File: config.mk
export PLATFORM = sky130hd
export DESIGN_NAME = ibus_bridge
export DESIGN_NICKNAME = d
export VERILOG_FILES = /design/src/rtl/ibb_pkg.sv /design/src/rtl/ibb_ctrl.sv /design/src/rtl/ibb_target.sv /design/src/rtl/ibb_bram.sv /design/src/rtl/ibus_bridge.sv
export SDC_FILE = /design/constraint.sdc
export NUM_CORES = 1
export LEC_CHECK = 0
export ABC_CLOCK_PERIOD_IN_PS = 6700
export BUFFER_PORTS_ARGS = -buffer_cell sky130_fd_sc_hd__buf_2
export CORE_MARGIN = 3
export CORE_UTILIZATION = 68
export CTS_CLUSTER_DIAMETER = 30
export DETAILED_ROUTE_END_ITERATION = 12
export GPL_TIMING_DRIVEN = 0
export PLACE_DENSITY_LB_ADDON = 0.08
export SLEW_MARGIN = 10
export SYNTH_ARGS = -nofsm -noshare
export SYNTH_HDL_FRONTEND = slang
export SYNTH_SLANG_ARGS = --single-unit
File: constraint.sdc
create_clock -name clk -period 6.7 [get_ports clk]
set_clock_uncertainty 0.1 [all_clocks]
set_input_delay 0.67 -clock clk [delete_from_list [all_inputs] [get_ports clk]]
set_output_delay 0.67 -clock clk [all_outputs]
set_load 0.02 [all_outputs]
File: src/rtl/ibb_pkg.sv
package ibb_pkg;

    localparam int DW = 8;

    typedef enum logic [2:0] {
        RA_CTL  = 3'd0,
        RA_OFS  = 3'd1,
        RA_DAT  = 3'd2,
        RA_MAE  = 3'd3,
        RA_LOCK = 3'd4
    } reg_addr_e;

    localparam int CTL_EN = 0;
    localparam int CTL_RD = 1;
    localparam int CTL_WR = 2;

    localparam logic PORT_INDEX = 1'b0;
    localparam logic PORT_DATA  = 1'b1;

    typedef struct packed {
        logic          req;
        logic          we;
        logic          port;
        logic [DW-1:0] wdata;
    } ibus_req_t;

    typedef struct packed {
        logic          ack;
        logic [DW-1:0] rdata;
    } ibus_rsp_t;

    function automatic logic [DW-1:0] ctl_byte(logic en, logic rd, logic wr);
        return {5'b0, wr, rd, en};
    endfunction

endpackage

File: src/rtl/ibb_ctrl.sv
module ibb_ctrl
    import ibb_pkg::*;
(
    input  logic          clk,
    input  logic          rst,
    input  logic          reg_wr,
    input  logic [2:0]    reg_addr,
    input  logic [DW-1:0] reg_wdata,
    output logic [DW-1:0] reg_rdata,
    output ibus_req_t     bus_req,
    input  ibus_rsp_t     bus_rsp,
    output logic [1:0]    host_lock,
    output logic          ctl_en,
    output logic          rd_busy,
    output logic          wr_busy,
    output logic [DW-1:0] data_q
);

    reg_addr_e     ra;
    logic          port_q;
    logic          mae_q;
    logic          busy;
    logic          launch_wr;
    logic          launch_rd;
    logic          req_q;
    logic          we_q;
    logic          bport_q;
    logic [DW-1:0] bdata_q;

    assign ra   = reg_addr_e'(reg_addr);
    assign busy = rd_busy | wr_busy;

    // launch conditions use register state from before this edge
    assign launch_wr = reg_wr && (ra == RA_DAT) && ctl_en && mae_q && !busy;
    assign launch_rd = reg_wr && (ra == RA_CTL) && reg_wdata[CTL_EN] && reg_wdata[CTL_RD]
                       && mae_q && (port_q == PORT_DATA) && !busy;

    always_ff @(posedge clk) begin
        if (rst) begin
            ctl_en    <= 1'b0;
            port_q    <= PORT_INDEX;
            mae_q     <= 1'b0;
            host_lock <= 2'b00;
            data_q    <= '0;
            rd_busy   <= 1'b0;
            wr_busy   <= 1'b0;
            req_q     <= 1'b0;
            we_q      <= 1'b0;
            bport_q   <= PORT_INDEX;
            bdata_q   <= '0;
        end else begin
            if (bus_rsp.ack) begin
                req_q   <= 1'b0;
                rd_busy <= 1'b0;
                wr_busy <= 1'b0;
                if (rd_busy) data_q <= bus_rsp.rdata;
            end
            if (reg_wr) begin
                case (ra)
                    RA_CTL:  ctl_en    <= reg_wdata[CTL_EN];
                    RA_OFS:  port_q    <= reg_wdata[0];
                    RA_MAE:  mae_q     <= reg_wdata[0];
                    RA_LOCK: host_lock <= reg_wdata[1:0];
                    default: ;
                endcase
            end
            if (launch_wr) begin
                data_q  <= reg_wdata;
                wr_busy <= 1'b1;
                req_q   <= 1'b1;
                we_q    <= 1'b1;
                bport_q <= port_q;
                bdata_q <= reg_wdata;
            end
            if (launch_rd) begin
                rd_busy <= 1'b1;
                req_q   <= 1'b1;
                we_q    <= 1'b0;
                bport_q <= PORT_DATA;
            end
        end
    end

    assign bus_req = '{req: req_q, we: we_q, port: bport_q, wdata: bdata_q};

    always_comb begin
        case (ra)
            RA_CTL:  reg_rdata = ctl_byte(ctl_en, rd_busy, wr_busy);
            RA_OFS:  reg_rdata = {7'b0, port_q};
            RA_DAT:  reg_rdata = data_q;
            RA_MAE:  reg_rdata = {7'b0, mae_q};
            RA_LOCK: reg_rdata = {6'b0, host_lock};
            default: reg_rdata = '0;
        endcase
    end

endmodule

File: src/rtl/ibb_target.sv
module ibb_target
    import ibb_pkg::*;
#(
    parameter int DEPTH   = 16,
    parameter int ACK_LAT = 3,
    localparam int AW     = $clog2(DEPTH),
    localparam int CNTW   = $clog2(ACK_LAT + 1)
) (
    input  logic          clk,
    input  logic          rst,
    input  ibus_req_t     bus_req,
    output ibus_rsp_t     bus_rsp,
    input  logic          host_we,
    input  logic [AW-1:0] host_addr,
    input  logic [DW-1:0] host_wdata,
    output logic [DW-1:0] host_rdata
);

    logic [DW-1:0]   mem [DEPTH];
    logic [AW-1:0]   idx_q;
    logic [CNTW-1:0] cnt_q;
    logic            ack_q;
    logic [DW-1:0]   rdata_q;
    logic            active;
    logic            at_end;

    assign active = bus_req.req && !ack_q;
    assign at_end = (cnt_q == CNTW'(ACK_LAT - 1));

    always_ff @(posedge clk) begin
        if (rst) begin
            idx_q   <= '0;
            cnt_q   <= '0;
            ack_q   <= 1'b0;
            rdata_q <= '0;
            for (int i = 0; i < DEPTH; i++) mem[i] <= '0;
        end else begin
            // host first, bus later: the bus byte survives a same-edge collision
            if (host_we) mem[host_addr] <= host_wdata;
            if (active) begin
                if (at_end) begin
                    cnt_q <= '0;
                    ack_q <= 1'b1;
                    if (bus_req.we) begin
                        if (bus_req.port == PORT_INDEX) idx_q <= bus_req.wdata[AW-1:0];
                        else                            mem[idx_q] <= bus_req.wdata;
                    end else begin
                        rdata_q <= mem[idx_q];
                    end
                end else begin
                    cnt_q <= cnt_q + 1'b1;
                end
            end else begin
                ack_q <= 1'b0;
            end
        end
    end

    assign bus_rsp    = '{ack: ack_q, rdata: rdata_q};
    assign host_rdata = mem[host_addr];

endmodule

File: src/rtl/ibb_bram.sv
module ibb_bram
    import ibb_pkg::*;
#(
    parameter int DEPTH = 16,
    localparam int AW   = $clog2(DEPTH)
) (
    input  logic          clk,
    input  logic          rst,
    input  logic          we,
    input  logic [AW-1:0] addr,
    input  logic [DW-1:0] wdata,
    output logic [DW-1:0] rdata
);

    logic [DW-1:0] mem [DEPTH];

    always_ff @(posedge clk) begin
        if (rst) begin
            for (int i = 0; i < DEPTH; i++) mem[i] <= '0;
        end else if (we) begin
            mem[addr] <= wdata;
        end
    end

    assign rdata = mem[addr];

endmodule

File: src/rtl/ibus_bridge.sv
module ibus_bridge
    import ibb_pkg::*;
#(
    parameter int SPACE_DEPTH = 16,
    parameter int ACK_LAT     = 3,
    localparam int AW         = $clog2(SPACE_DEPTH)
) (
    input  logic          clk,
    input  logic          rst,
    input  logic          reg_wr,
    input  logic [2:0]    reg_addr,
    input  logic [7:0]    reg_wdata,
    output logic [7:0]    reg_rdata,
    input  logic          host_wr,
    input  logic          host_sel,
    input  logic [AW-1:0] host_addr,
    input  logic [7:0]    host_wdata,
    output logic [7:0]    host_rdata
);

    ibus_req_t     bus_req;
    ibus_rsp_t     bus_rsp;
    logic [1:0]    host_lock;
    logic          ctl_en;
    logic          rd_busy;
    logic          wr_busy;
    logic [DW-1:0] data_q;
    logic [DW-1:0] cfg_rd;
    logic [DW-1:0] bram_rd;
    logic          cfg_hwe;
    logic          bram_hwe;

    assign cfg_hwe  = host_wr && !host_sel && !host_lock[0];
    assign bram_hwe = host_wr &&  host_sel && !host_lock[1];

    ibb_ctrl u_ctrl (
        .clk       (clk),
        .rst       (rst),
        .reg_wr    (reg_wr),
        .reg_addr  (reg_addr),
        .reg_wdata (reg_wdata),
        .reg_rdata (reg_rdata),
        .bus_req   (bus_req),
        .bus_rsp   (bus_rsp),
        .host_lock (host_lock),
        .ctl_en    (ctl_en),
        .rd_busy   (rd_busy),
        .wr_busy   (wr_busy),
        .data_q    (data_q)
    );

    ibb_target #(.DEPTH(SPACE_DEPTH), .ACK_LAT(ACK_LAT)) u_target (
        .clk        (clk),
        .rst        (rst),
        .bus_req    (bus_req),
        .bus_rsp    (bus_rsp),
        .host_we    (cfg_hwe),
        .host_addr  (host_addr),
        .host_wdata (host_wdata),
        .host_rdata (cfg_rd)
    );

    ibb_bram #(.DEPTH(SPACE_DEPTH)) u_bram (
        .clk   (clk),
        .rst   (rst),
        .we    (bram_hwe),
        .addr  (host_addr),
        .wdata (host_wdata),
        .rdata (bram_rd)
    );

    always_comb begin
        if (host_sel) host_rdata = host_lock[1] ? '0 : bram_rd;
        else          host_rdata = host_lock[0] ? '0 : cfg_rd;
    end

endmodule

==> flow_metrics.tcl <==
set metrics [dict create \
    status "finished, final reports clean" \
    numCtsBuffers 51 \
    cts_max_level 2 \
    ys_types 50 \
    final_cells 1703 \
    final_common_cell "edfxtp_1" \
    hold_violations 0 \
    synth_top_area_share_pct 48.7 \
    worstSetupPathType "input port to primary output" \
    p_leak_nw 6.57 \
    num_vias 12451 \
    num_rows 55 \
    min_path_type "input port to flop" \
    relSlewSlack_pct 23.6 \
    ir_drop_v 0.000267 \
    intPower_mw 3.80 \
    ys_seq_elements 297 \
    dr.pass1.iters 6 \
    p_sw_mw 1.18 \
    fmax_mhz 245 \
    globalRoute.totalOverflow 0 \
    routabilityCongestion 1.07 \
    via_per_inst 7.31 \
    grt_max_degree 13 \
    cap_violations 0 \
    grt_use_met3_pct 13.6 \
    pwr-share-seq_pct 43.1 \
    swShare_pct 23.7 \
    port_buffers 38 \
    die_w_um 158 \
    top_usage_layer "met2" \
    final_max_slew_viol_count 0 \
    wl_um 52800 \
    dr.first_iter.drc_count 2267 \
    clk_path_buf_depth 3 \
    post_cts_buffers 0 \
    synth_area_sq_um 15800 \
    seq_area_frac_synth_pct 53.9 \
    io_pins 44 \
    drive_above_1_share_pct 20.6 \
    die_area_sq_um 25100 \
    routedWlPerCell_um 31.0 \
    grt_use_met1_pct 57.7 \
    final_nets 1401 \
    grt_use_total_pct 42.5 \
    nFillCells 1326 \
    avgSynthCellArea_sq_um 12.3 \
    cts_resized 0 \
    crit_fanout 10 \
    place_inst 1605 \
    tightest_slew_ps 1140 \
    hold_buffers 0 \
    critPathArrivalTime_ps 3310 \
    clk_latency_ps 550 \
    grtUsageMet2_pct 66.2 \
    synth_flop_cell "edfxtp_1" \
    tritoncts "done" \
    yosysWarnings 0 \
    pwr-share-comb_pct 6.5 \
    timing.final.crit_period_ps 4080 \
    synth-edff-count 256 \
    fin_setup_tns_ps 0 \
    finalCritPeriodShare_pct 60.9 \
    final_cell_mix "256 x edfxtp_1, 136 x and2_1, 93 x clkbuf_1, 83 x mux2i_1, 76 x nand2_1" \
    synth_cells 1281 \
    finalSetupViolCount 0 \
    initial_core_util_pct 69.5 \
    core_area_sq_um 22700 \
    antenna_found_initial 3 \
    power_density_nw_per_um2 276 \
    cts_root_buffer "clkbuf_16" \
    end_kind "primary output" \
    die_y_um 158 \
    cts.sinks 297 \
    syn_nets 1309 \
    synth.area.top_cells "edfxtp_1 49%, mux4_2 8.8%, and2_1 5.4%" \
    rsz0062_at_grt "false" \
    grt_pass1_wl_um 76700 \
    syn_to_final_growth_pct 14.1 \
    critPathRequiredTime_ps 5930 \
    yosysTopAreaCell "edfxtp_1" \
    grt_pass1_vias 12169 \
    clk_pin_slew_ps 60 \
    clockPowerShare_pct 50.4 \
    start_kind "input port" \
    drc 0 \
    drtAntennaViolNets 0 \
    async_flop_share_pct 0 \
    hpwl_um 38200 \
]
==> path summary, 6_finish.rpt <==
check	depth (start not counted)	from	slack (ps)	end
worst max-delay path	9	host_addr[0]	2620	host_rdata[0]
worst min-delay path	3	reg_wdata[7]	320	u_ctrl.bdata_q[7]$_SDFFE_PP0P_
worst max register to register	6	u_ctrl.we_q$_SDFFE_PP0P_	3590	u_target.mem[6][1]$_DFFE_PP_
worst min register to register	2	u_ctrl.data_q[3]$_SDFFE_PP0P_	380	u_ctrl.data_q[3]$_SDFFE_PP0P_
==> kinds of logic after synthesis <==
logic type	count (synthesis)	share of synthesized area [%]
DFF	297	53.9
buffers and inverters	132	3.45
AOI/OAI and AO/OA	226	10.7
and+or+nand+nor	479	17.7
muxes	147	14.2
==> worst max-delay path: stages <==
cell and delay [ps]:
buf_2 130, buf_2 220, buf_2 310, nor2_1 570
clkbuf_1 560, a22oi_1 190, nand3_1 180, nand4_1 220
buf_2 240
==> metrics by stage <==
stage                     hold slack [ps]  cell area [sq um]  util [%]  power, mW  setup slack [ps]
final                                 315              18000      79.4       4.98              2620
after global placement                368              16300      72.0       2.48              2660
after global routing                  327              18000      79.4       5.07              2620
after floorplan                       349              15800         -       2.35              3790
after CTS                             305              18000      79.3       4.94              2770
after detailed placement              368              16400      72.0       2.49              2780
==> sequential cells by signal, summed over array words and instances, names as in the netlist, 2 cells and up <==
register,count
u_target.mem,128
u_target.cnt_q,2
u_ctrl.bdata_q,8
u_target.idx_q,4
u_bram.mem,128
u_ctrl.host_lock,2
u_ctrl.data_q,8
u_target.rdata_q,8
==> cell usage after synthesis, types with 5 or more instances <==
master and number:
nor4bb_1 6, nor2b_1 8, a22oi_1 56, buf_1 12
or2_2 17, nand3_1 57, a211oi_1 5, and2_1 136
dfxtp_1 41, or3_1 13, a31o_2 31, clkbuf_1 86
a21oi_1 19, buf_2 28, edfxtp_1 256, and4_1 8
and3_1 38, mux2i_1 83, nor3_1 9, mux4_2 62
a31oi_1 6, nand2_1 76, a22o_1 72, nor3_2 11
nor2_1 54, nand4_1 9, o21ai_0 33
==> power by group through the flow <==
stage          Combinational [mW]  Clock [mW]  Sequential, mW
2_1_floorplan               0.204           0            2.14
3_3_place_gp                0.308           0            2.17
3_5_place_dp                0.313           0            2.17
4_1_cts                     0.315        2.49            2.14
5_1_grt                     0.337        2.58            2.15
6_report                    0.326        2.51            2.15
==> area by class of cell <==
class	count	area (sq um)	share of cell area (%)
inverter	4	15.0	0.0833
buffer	128	531	2.94
clock inverter	35	315	1.75
clock buffer	60	1350	7.50
multi-input combinational	852	6750	37.4
timing repair buffer	39	195	1.08
antenna	3	7.51	0.0416
tap	285	357	1.98
sequential	297	8510	47.2
==> per-layer routing <==
| layer | share of wire [%] | wire length [um] |
|---|---|---|
| met1 | 36 | 18800 |
| met2 | 46 | 24100 |
| met4 | 3.6 | 1900 |
| met3 | 15 | 8040 |
| met5 | 0.025 | 13 |
Power figures use the tool's default switching activity.
